==> src/rtl/ser_pkg.sv <==
package ser_pkg;
  typedef enum logic [2:0] {
    FMT_RJ   = 3'd0,
    FMT_RJP1 = 3'd1,
    FMT_LJ   = 3'd2,
    FMT_I2S  = 3'd3,
    FMT_WIN  = 3'd4
  } fmt_e;

  typedef struct packed {
    logic master;
    logic wclk_drive;
    fmt_e fmt;
  } mode_t;
endpackage

==> src/rtl/ser_mode_dec.sv <==
module ser_mode_dec
  import ser_pkg::*;
(
  input  logic  slave_sel,
  input  logic  rj_sel,
  input  logic  dly_sel,
  output mode_t mode
);
  always_comb begin
    mode.master     = !slave_sel;
    mode.wclk_drive = 1'b1;
    mode.fmt        = FMT_RJ;
    unique case ({rj_sel, dly_sel})
      2'b11: mode.fmt = FMT_RJ;
      2'b10: begin
        mode.fmt        = slave_sel ? FMT_WIN : FMT_RJP1;
        mode.wclk_drive = !slave_sel;
      end
      2'b01: mode.fmt = FMT_LJ;
      default: mode.fmt = FMT_I2S;
    endcase
  end
endmodule

==> src/rtl/ser_timebase.sv <==
module ser_timebase #(
  parameter int DIV   = 2,
  parameter int SLOTS = 32,
  parameter int SYNC  = 2,
  localparam int SW   = $clog2(SLOTS)
) (
  input  logic          clk,
  input  logic          rst_n,
  input  logic          master,
  input  logic          bclk_in,
  input  logic          lrck_in,
  input  logic          wclk_in,
  output logic          ev_fall,
  output logic          ev_rise,
  output logic [SW-1:0] slot_n,
  output logic          lr_n,
  output logic          lr_q,
  output logic          bclk_q,
  output logic          wclk_s
);
  localparam int CW = (DIV > 1) ? $clog2(DIV) : 1;

  // master divider
  logic [CW-1:0] div_cnt;
  logic          bclk_r;
  logic          tc;
  assign tc = (div_cnt == CW'(DIV - 1));

  always_ff @(posedge clk or negedge rst_n) begin
    if (!rst_n) begin
      div_cnt <= '0;
      bclk_r  <= 1'b0;
    end else if (master) begin
      if (tc) begin
        div_cnt <= '0;
        bclk_r  <= ~bclk_r;
      end else begin
        div_cnt <= div_cnt + 1'b1;
      end
    end
  end

  // slave input synchronizers: {wclk, lrck, bclk}
  for (genvar g = 0; g < SYNC; g++) begin : g_sync
    logic [2:0] q;
    if (g == 0) begin : g_first
      always_ff @(posedge clk or negedge rst_n) begin
        if (!rst_n) q <= '0;
        else        q <= {wclk_in, lrck_in, bclk_in};
      end
    end else begin : g_next
      always_ff @(posedge clk or negedge rst_n) begin
        if (!rst_n) q <= '0;
        else        q <= g_sync[g-1].q;
      end
    end
  end

  logic [2:0] syn;
  logic       b_last;
  assign syn = g_sync[SYNC-1].q;

  always_ff @(posedge clk or negedge rst_n) begin
    if (!rst_n) b_last <= 1'b0;
    else        b_last <= syn[0];
  end

  assign ev_fall = master ? (tc & bclk_r)  : (b_last & ~syn[0]);
  assign ev_rise = master ? (tc & ~bclk_r) : (~b_last & syn[0]);

  // slot and half-frame tracking
  logic [SW-1:0] slot_q;
  logic          lr_r;
  logic          last;
  assign last = (slot_q == SW'(SLOTS - 1));

  always_comb begin
    if (master) begin
      slot_n = last ? '0 : slot_q + 1'b1;
      lr_n   = last ? ~lr_r : lr_r;
    end else begin
      lr_n   = syn[1];
      slot_n = (syn[1] != lr_r) ? '0 : (last ? slot_q : slot_q + 1'b1);
    end
  end

  always_ff @(posedge clk or negedge rst_n) begin
    if (!rst_n) begin
      slot_q <= SW'(SLOTS - 1);
      lr_r   <= 1'b1;
    end else if (ev_fall) begin
      slot_q <= slot_n;
      lr_r   <= lr_n;
    end
  end

  assign lr_q   = lr_r;
  assign bclk_q = bclk_r;
  assign wclk_s = syn[2];

  // half-frame boundary only moves with a falling bit-clock edge
  a_r2_lr_on_fall: assert property (@(posedge clk) disable iff (!rst_n)
    !$stable(lr_r) |-> $past(ev_fall));

  // in master modes every wrap of the slot count flips the half
  a_r2_half_len: assert property (@(posedge clk) disable iff (!rst_n)
    (master && ev_fall && last) |=> (lr_r != $past(lr_r)));
endmodule

==> src/rtl/ser_wclk_gen.sv <==
module ser_wclk_gen
  import ser_pkg::*;
#(
  parameter int W     = 16,
  parameter int SLOTS = 32,
  localparam int SW   = $clog2(SLOTS)
) (
  input  logic          clk,
  input  logic          rst_n,
  input  fmt_e          fmt,
  input  logic          ev_fall,
  input  logic [SW-1:0] slot_n,
  output logic          wclk_o
);
  localparam logic [SW-1:0] RJ_S = SW'(SLOTS - W);
  localparam logic [SW-1:0] WEND = SW'(W);

  logic shape;
  always_comb begin
    unique case (fmt)
      FMT_RJ:   shape = (slot_n >= RJ_S);
      FMT_RJP1: shape = (slot_n == RJ_S);
      FMT_LJ:   shape = (slot_n < WEND);
      FMT_I2S:  shape = (slot_n != '0) && (slot_n <= WEND);
      default:  shape = 1'b0;
    endcase
  end

  always_ff @(posedge clk or negedge rst_n) begin
    if (!rst_n)       wclk_o <= 1'b0;
    else if (ev_fall) wclk_o <= shape;
  end

  // the word clock moves only on falling bit-clock edges
  a_r3_wclk_on_fall: assert property (@(posedge clk) disable iff (!rst_n)
    !$stable(wclk_o) |-> $past(ev_fall));
endmodule

==> src/rtl/ser_shifter.sv <==
module ser_shifter
  import ser_pkg::*;
#(
  parameter int W     = 16,
  parameter int SLOTS = 32,
  localparam int SW   = $clog2(SLOTS),
  localparam int CNTW = $clog2(W)
) (
  input  logic          clk,
  input  logic          rst_n,
  input  fmt_e          fmt,
  input  logic          ev_fall,
  input  logic          ev_rise,
  input  logic [SW-1:0] slot_n,
  input  logic          lr_n,
  input  logic          wclk_s,
  input  logic [W-1:0]  smp_left,
  input  logic [W-1:0]  smp_right,
  input  logic          smp_valid,
  output logic          smp_ready,
  output logic          sdata
);
  logic [SW-1:0] fix_start;
  always_comb begin
    unique case (fmt)
      FMT_RJ:   fix_start = SW'(SLOTS - W);
      FMT_RJP1: fix_start = SW'(SLOTS - W + 1);
      FMT_LJ:   fix_start = '0;
      default:  fix_start = SW'(1);
    endcase
  end

  logic [W-1:0]    hold_l, hold_r, word, sreg;
  logic [CNTW-1:0] cnt;
  logic            armed, wseen;
  logic            cap, take, start, win;

  assign win       = (fmt == FMT_WIN);
  assign cap       = ev_fall && (slot_n == '0) && !lr_n;
  assign take      = cap && smp_valid;
  assign smp_ready = cap;
  assign start     = ev_fall && (win ? (armed && wseen && (slot_n != '0))
                                     : (slot_n == fix_start));
  assign word      = lr_n ? hold_r : (take ? smp_left : hold_l);

  always_ff @(posedge clk or negedge rst_n) begin
    if (!rst_n) begin
      hold_l <= '0;
      hold_r <= '0;
    end else if (take) begin
      hold_l <= smp_left;
      hold_r <= smp_right;
    end
  end

  // word-clock detection for the input-framed mode
  always_ff @(posedge clk or negedge rst_n) begin
    if (!rst_n) begin
      armed <= 1'b0;
      wseen <= 1'b0;
    end else begin
      if (ev_rise)      wseen <= wclk_s;
      else if (ev_fall) wseen <= 1'b0;
      if (ev_fall) begin
        if (slot_n == '0) armed <= 1'b1;
        else if (start)   armed <= 1'b0;
      end
    end
  end

  always_ff @(posedge clk or negedge rst_n) begin
    if (!rst_n) begin
      sreg  <= '0;
      cnt   <= '0;
      sdata <= 1'b0;
    end else if (ev_fall) begin
      if (start) begin
        sdata <= word[W-1];
        sreg  <= word << 1;
        cnt   <= CNTW'(W - 1);
      end else if (cnt != '0) begin
        sdata <= sreg[W-1];
        sreg  <= sreg << 1;
        cnt   <= cnt - 1'b1;
      end else begin
        sdata <= 1'b0;
      end
    end
  end

  // the accept window is a single system clock
  a_r9_ready_pulse: assert property (@(posedge clk) disable iff (!rst_n)
    smp_ready |=> !smp_ready);

  // data line only moves on a falling bit-clock edge
  a_r1_change_on_fall: assert property (@(posedge clk) disable iff (!rst_n)
    !$stable(sdata) |-> $past(ev_fall));

  // once a word is finished and none starts, the line is quiet
  a_r1_quiet: assert property (@(posedge clk) disable iff (!rst_n)
    ($past(ev_fall) && !$past(start) && ($past(cnt) == '0)) |-> !sdata);
endmodule

==> src/rtl/stereo_serializer_top.sv <==
module stereo_serializer_top
  import ser_pkg::*;
#(
  parameter int W     = 16,
  parameter int SLOTS = 32,
  parameter int DIV   = 2,
  parameter int SYNC  = 2
) (
  input  logic         clk,
  input  logic         rst_n,
  input  logic         mode_slave,
  input  logic         mode_rj,
  input  logic         mode_dly,
  input  logic [W-1:0] smp_left,
  input  logic [W-1:0] smp_right,
  input  logic         smp_valid,
  output logic         smp_ready,
  input  logic         bclk_in,
  input  logic         lrck_in,
  input  logic         wclk_in,
  output logic         bclk_o,
  output logic         lrck_o,
  output logic         wclk_o,
  output logic         clk_oe,
  output logic         wclk_oe,
  output logic         sdata_o
);
  localparam int SW = $clog2(SLOTS);

  mode_t         mode;
  logic          ev_fall, ev_rise, lr_n, lr_q, bclk_q, wclk_s;
  logic [SW-1:0] slot_n;

  ser_mode_dec u_dec (
    .slave_sel (mode_slave),
    .rj_sel    (mode_rj),
    .dly_sel   (mode_dly),
    .mode      (mode)
  );

  ser_timebase #(.DIV(DIV), .SLOTS(SLOTS), .SYNC(SYNC)) u_tb (
    .clk     (clk),
    .rst_n   (rst_n),
    .master  (mode.master),
    .bclk_in (bclk_in),
    .lrck_in (lrck_in),
    .wclk_in (wclk_in),
    .ev_fall (ev_fall),
    .ev_rise (ev_rise),
    .slot_n  (slot_n),
    .lr_n    (lr_n),
    .lr_q    (lr_q),
    .bclk_q  (bclk_q),
    .wclk_s  (wclk_s)
  );

  ser_wclk_gen #(.W(W), .SLOTS(SLOTS)) u_wc (
    .clk     (clk),
    .rst_n   (rst_n),
    .fmt     (mode.fmt),
    .ev_fall (ev_fall),
    .slot_n  (slot_n),
    .wclk_o  (wclk_o)
  );

  ser_shifter #(.W(W), .SLOTS(SLOTS)) u_sh (
    .clk       (clk),
    .rst_n     (rst_n),
    .fmt       (mode.fmt),
    .ev_fall   (ev_fall),
    .ev_rise   (ev_rise),
    .slot_n    (slot_n),
    .lr_n      (lr_n),
    .wclk_s    (wclk_s),
    .smp_left  (smp_left),
    .smp_right (smp_right),
    .smp_valid (smp_valid),
    .smp_ready (smp_ready),
    .sdata     (sdata_o)
  );

  assign bclk_o  = bclk_q;
  assign lrck_o  = lr_q;
  assign clk_oe  = mode.master;
  assign wclk_oe = mode.wclk_drive;
endmodule

==> config.mk <==
export PLATFORM = sky130hd
export DESIGN_NAME = stereo_serializer_top
export DESIGN_NICKNAME = d
export VERILOG_FILES = /design/src/rtl/ser_pkg.sv /design/src/rtl/ser_mode_dec.sv /design/src/rtl/ser_timebase.sv /design/src/rtl/ser_wclk_gen.sv /design/src/rtl/ser_shifter.sv /design/src/rtl/stereo_serializer_top.sv
export SDC_FILE = /design/constraint.sdc
export NUM_CORES = 1
export LEC_CHECK = 0
export BUFFER_PORTS_ARGS = -buffer_cell sky130_fd_sc_hd__buf_2
export CORE_ASPECT_RATIO = 1.2
export CORE_MARGIN = 5
export CORE_UTILIZATION = 64
export CTS_BUF_LIST = sky130_fd_sc_hd__clkbuf_8
export DETAILED_ROUTE_END_ITERATION = 6
export GPL_TIMING_DRIVEN = 0
export PLACE_DENSITY = 0.88
export SLEW_MARGIN = 20
export SYNTH_ARGS = -nofsm -noshare
export SYNTH_HDL_FRONTEND = slang
export SYNTH_SLANG_ARGS = --single-unit
==> constraint.sdc <==
create_clock -name clk -period 10.2 [get_ports clk]
set_clock_uncertainty 0.05 [all_clocks]
set_input_delay 0.51 -clock clk [delete_from_list [all_inputs] [get_ports clk]]
set_output_delay 0.51 -clock clk [all_outputs]
set_load 0.03 [all_outputs]
# == Yosys cells after proc, flatten, opt, wreduce, memory -nomap -nowiden ==
# Cells that the tools add are included.
# word_totals
regBits,71
in_bits,41
output_inout_bits,7
# op_classes
add_sub_neg,3
n_lt_le_gt_ge,3
eq_ne,11
muxes,27
bitwise_logic,9
n_reduce_logical,19
# op_table
cell,count
$mux W16,4
$mux W5,4
$pmux W5 S3,1
$mux W1,13
$eq A5 B5 Y1 const B,2
$pmux W3 S3,1
$mux W4,2
$logic_and A1 B1 Y1,7
$eq A3 B2 Y1 const B,2
$reduce_and A2 Y1,3
$reduce_bool A2 Y1,3
$add A5 B1 Y5 const B,1
$eq A5 B5 Y1,1
$ge A5 B5 Y1 const B,1
$le A5 B5 Y1 const B,1
$logic_not A5 Y1,1
$lt A5 B5 Y1 const B,1
$not A1 Y1,5
$reduce_bool A5 Y1,1
$and A1 B1 Y1,4
$eq A2 B2 Y1 const B,2
$pmux W1 S4,1
$reduce_bool A4 Y1,1
$sub A4 B1 Y4 const B,1
other kinds (8),9

# == Logic depth before layout (Yosys ltp) ==
# depth
word_depth,11
ltp_mapped,16

# == Hierarchy ==
# A second synthesis with hierarchy kept.
# unflattened
cells_unflattened,307
hier_area_um2,3777.4
# modules_own_cells
mod,instances,cells_per_inst,area_per_inst_um2,seq_area_each_um2
ser_shifter,1,222,2877.8,1351.3
ser_timebase,1,72,779.5,382.9
ser_wclk_gen,1,8,91.3,25.0
ser_mode_dec,1,5,28.8,0.0

# == Least setup slack after synthesis ==
# OpenSTA, ideal clock, no wires.
# synth_path
kind,flip-flop to flip-flop
from,reg u_tb.slot_q[0]
to,reg u_sh.hold_l[13]
arrival_ns,3.140
required_time_ns,10.022
path_slack_ns,6.882
stages_incl_launch_ff,16
n_path_buf,3
period_less_slack_ns,3.318
cell_sequence,dfstp_2 -> ha_1 -> nand3_1 -> inv_1 -> ha_1 -> inv_1 -> ha_1 -> nor3_1 -> nor2_1 -> and3_1 -> ha_1 -> and4_4 -> buf_6 -> buf_4 -> buf_2 -> mux2_1
# synth_between
elab_chain_len,9
# synth_rtl
item,line,rtl
"start, declared",ser_timebase.sv:72,logic [SW-1:0] slot_q;
"start signal, assigned",ser_timebase.sv:89,slot_q <= SW'(SLOTS - 1);
"start signal, assigned",ser_timebase.sv:92,slot_q <= slot_n;
$add A5 B1 Y5 / $eq A5 B5 Y1 (equally long branches),"ser_timebase.sv:79, ser_timebase.sv:83, ser_timebase.sv:75",
$mux W5 (2 in a row),ser_timebase.sv:83,slot_n = (syn[1] != lr_r) ? '0 : (last ? slot_q : slot_q + 1'b1);
$mux W5,ser_timebase.sv:78,if (master) begin
$logic_not A5 Y1,ser_shifter.sv:39,assign cap = ev_fall && (slot_n == '0) && !lr_n;
$logic_and A1 B1 Y1,ser_shifter.sv:39,
$logic_and A1 B1 Y1 *,ser_shifter.sv:39,
$logic_and A1 B1 Y1 *,ser_shifter.sv:40,assign take = cap && smp_valid;
$mux W16 *,n/a,
"end signal, assigned",ser_shifter.sv:51,hold_l <= smp_left;
"end, declared",ser_shifter.sv:33,"logic [W-1:0] hold_l, hold_r, word, sreg;"
# Every way passes the cells marked *; elsewhere a longest branch is shown, timed or not.
# A chain may end at the register's enable or synchronous reset.

# == Worst setup path after layout ==
# layout_path
from,reg u_tb.slot_q[0]
to,reg u_sh.hold_r[14]
# layout_between
elab_chain_len,8
# layout_rtl
item,line,rtl
$add A5 B1 Y5 / $eq A5 B5 Y1 (equally long branches),"ser_timebase.sv:79, ser_timebase.sv:83, ser_timebase.sv:75",
$mux W5 (2 in a row),ser_timebase.sv:83,
$mux W5,ser_timebase.sv:78,
$logic_not A5 Y1,ser_shifter.sv:39,
$logic_and A1 B1 Y1,ser_shifter.sv:39,
$logic_and A1 B1 Y1 *,ser_shifter.sv:39,
$logic_and A1 B1 Y1 *,ser_shifter.sv:40,
"end signal, assigned",ser_shifter.sv:52,hold_r <= smp_right;
"end, declared",ser_shifter.sv:33,
# Marks and branches as above.

==> reports/qor.txt <==
Clock Latency Late Sink: 340 ps
Detail Route Antenna Nets: 0
vias in the first global route: 2543
post-DR vias/cell: 5.85
synthesized cell area: 3440 sq um
H-tree levels: 3
number of diodes: 0
root buf cell: clkbuf_8
startpoint types: register
post-synthesis register bit count: 70
Detailed Routing Iterations Pass 1: 4
top area cells in the synthesized netlist: dfrtp_1 (47%), mux2i_1 (12%), mux2_1 (7.2%)
Async S/R FF share, synth: 100%
Most used DFF post-synth: dfrtp_1
maximum vdd drop: 0.000154 V
filler instances: 355
Area Overhead vs Synth: 14.6%
Fin Setup TNS: 0 ps
CP peak stage delay: 580 ps
# setup viols final: 0
DR WL/cell: 16.9 um
vias post-DR: 2380
met1 Usage GRT: 26.4%
GRT busiest layer: met2
initial antenna violation count: 0
Peak Freq: 262 MHz
Post-CTS Hold Buffers: 0
total power per unit cell area: 255 nW/um^2
RSZ-0062 raised after global routing: false
final setup margin: 6390 ps
Initial Util: 65.3%
residual overflow from global routing: 0
chip width: 76.9 um
WL final: 6.88 mm
most frequent cells after synthesis: dfrtp_1 (64), mux2i_1 (42), mux2_1 (22), nand2_1 (22)
Num Clock Sinks: 70
Clock Tree Buf Depth: 2
post-CTS setup buffer count: 0
Mapped Nets: 329
Tcrit/Tclk final: 37.4%
count leader, synth: dfrtp_1
Crit Path Category: register to register
die area: 6940 sq um
layout cells sized above 1: 27.2%
Die Y-Extent: 90.3 um
Cell Chain, Critical Path: ha_1, nand3_1, inv_1, ha_1, inv_1, ha_1, nor3_1, nor2_1, and3_1, ha_1, and4_4, buf_6, buf_4, buf_2, mux2_1
Arr. time, crit path: 3990 ps
worst slew pin tran: 741 ps
YS warnings: 0
M3 GR Usage: 4.49%
GP Congestion: 0.823
count of different cell masters after synthesis: 48
Remaining DRCs: 0
status: completed
critical path fanouts, max: 10
Final Power: 1.01 mW
dpl ws: 6440 ps
Rows: 29
Most Frequent Cell on Critical Path: ha_1
pin count of the biggest net entering global routing: 40
PostCTS Resize Cnt: 0
count of buffers from port buffering: 47
clk slew on worst S/H paths: 70 ps
Cells after Synth: 281
CP endpoint kind: register
static leakage: 2.01 nW
EDFF count, synth: 0
Starting DRT DRC Count: 131
Final min period: 3810 ps
nets@finish: 388
Tot GR Track Use: 21.3%
CP Data Required Time: 10370 ps
share of Yosys cell area claimed by the top area cell type: 46.6%
count of pins over their slew limit: 0
Hold Crit Class: input port to asynchronous set/reset pin
Final Hold Viols: 0
I/O Pins: 48
Syn Area/Cell: 12.2 sq um
TritonCTS Buffers: 9
CORE AREA: 5260 sq um
max-cap viol count: 0
Yosys top cell by area: dfrtp_1
grt met2 use: 36.5%
Slew HR: 50.4%
post-synthesis sequential area ratio: 51.2%
Slowest-stage cell, CP: dfstp_2
first-pass GRT wire length: 11.9 mm
detailed placement HPWL: 5.04 mm
CTS tree: yes
## worst paths after layout
| kind | from | endpoint | slack (ps) | cells past startpoint |
|---|---|---|---|---|
| max in group asynchronous | rst_n | u_tb.slot_q[1] | 9460 | 2 |
| setup / recovery | u_tb.slot_q[0] | u_sh.hold_r[14] | 6390 | 15 |
| hold / removal | rst_n | u_wc.wclk_o | 50 | 1 |
| min in group clk | lrck_in | u_tb.g_sync[0].q[1] | 230 | 1 |
| hold reg to reg | u_tb.g_sync[0].q[1] | u_tb.g_sync[1].q[1] | 300 | 0 |
| setup reg to reg | u_tb.slot_q[0] | u_sh.hold_r[14] | 6390 | 15 |
## critical path: cells and delay by family, from the launching register on
kind | cells | cell delay (ps)
multiplexers | 1 | 360
AND/OR/NAND/NOR | 5 | 820
adder cells (fa/ha/maj) | 4 | 1050
flip-flops | 1 | 580
buffers and inverters | 5 | 810
## area by class of cell
type                            count  area (sq um)  area share [%]
Sequential cell                    70          1760            44.6
Multi-Input combinational cell    190          1560            39.6
Timing Repair Buffer               48           258            6.54
Clock buffer                       10           138            3.49
Buffer                             12          85.1            2.16
Tap cell                           62          77.6            1.97
Inverter                            9          33.8           0.857
Clock inverter                      6          30.0           0.762
## cell usage in the layout, fill, tap and decap left out, types with 3 or more instances in the layout
master and n:
dfrtp_1 64, nor2_1 11, nand3b_1 3, o21ai_0 11
nand3_1 3, o211ai_1 4, buf_6 4, mux2_1 22
nand2_1 22, nor3_1 3, ha_1 7, xnor2_1 5
o21ai_1 3, a21oi_1 10, clkinv_2 3, mux2i_1 42
inv_1 10, dfstp_2 6, clkbuf_8 10, buf_2 51
mux2_4 10
## stage by stage
stage / util [%] / cells / cell area [sq um] / hold slack [ps]
6_report: 74.9 / 407 / 3940 / 49.1
5_1_grt: 74.9 / 407 / 3940 / 74.5
2_1_floorplan: - / 281 / 3440 / 164
3_5_place_dp: 71.7 / 391 / 3770 / 287
3_3_place_gp: 71.3 / 390 / 3750 / 283
4_1_cts: 74.9 / 407 / 3940 / 58.3
## cell families (layout without fill, tap and decap cells)
family          count (synthesis)  in the layout  share of synthesized area, %
simple gates                   57             57                          8.34
flops                          70             70                          51.2
xor+xnor                        8              8                          2.26
buf+inv                        21             85                          3.46
mux                            75             75                          24.1
compound gates                 43             43                          8.08
fa+ha+maj                       7              7                          2.55
## per-layer routing
metal / routed length [um] / vias up / share of wire (%)
li1: - / 1127 / -
met1: 2960 / 1199 / 43
met2: 3610 / 46 / 52
met5: 0 / - / 0
met3: 207 / 8 / 3.0
met4: 108 / 0 / 1.6
## sequential cells by signal (all words and copies together) (netlist names)
| signal | flops |
|---|---|
| u_sh.armed | 1 |
| u_sh.cnt | 4 |
| u_sh.hold_l | 16 |
| u_sh.hold_r | 16 |
| u_sh.sdata | 1 |
| u_sh.sreg | 15 |
| u_sh.wseen | 1 |
| u_tb.b_last | 1 |
| u_tb.bclk_q | 1 |
| u_tb.div_cnt | 1 |
| u_tb.g_sync.q | 6 |
| u_tb.lr_q | 1 |
| u_tb.slot_q | 5 |
| u_wc.wclk_o | 1 |
## power by group
part	leakage (nW)	internal [mW]	total [mW]	switching, mW
combinational	1.03	0.172	0.365	0.194
clock	0.0944	0.0917	0.189	0.0977
sequential	0.886	0.388	0.451	0.0631
(Power assumes the default switching activity.)
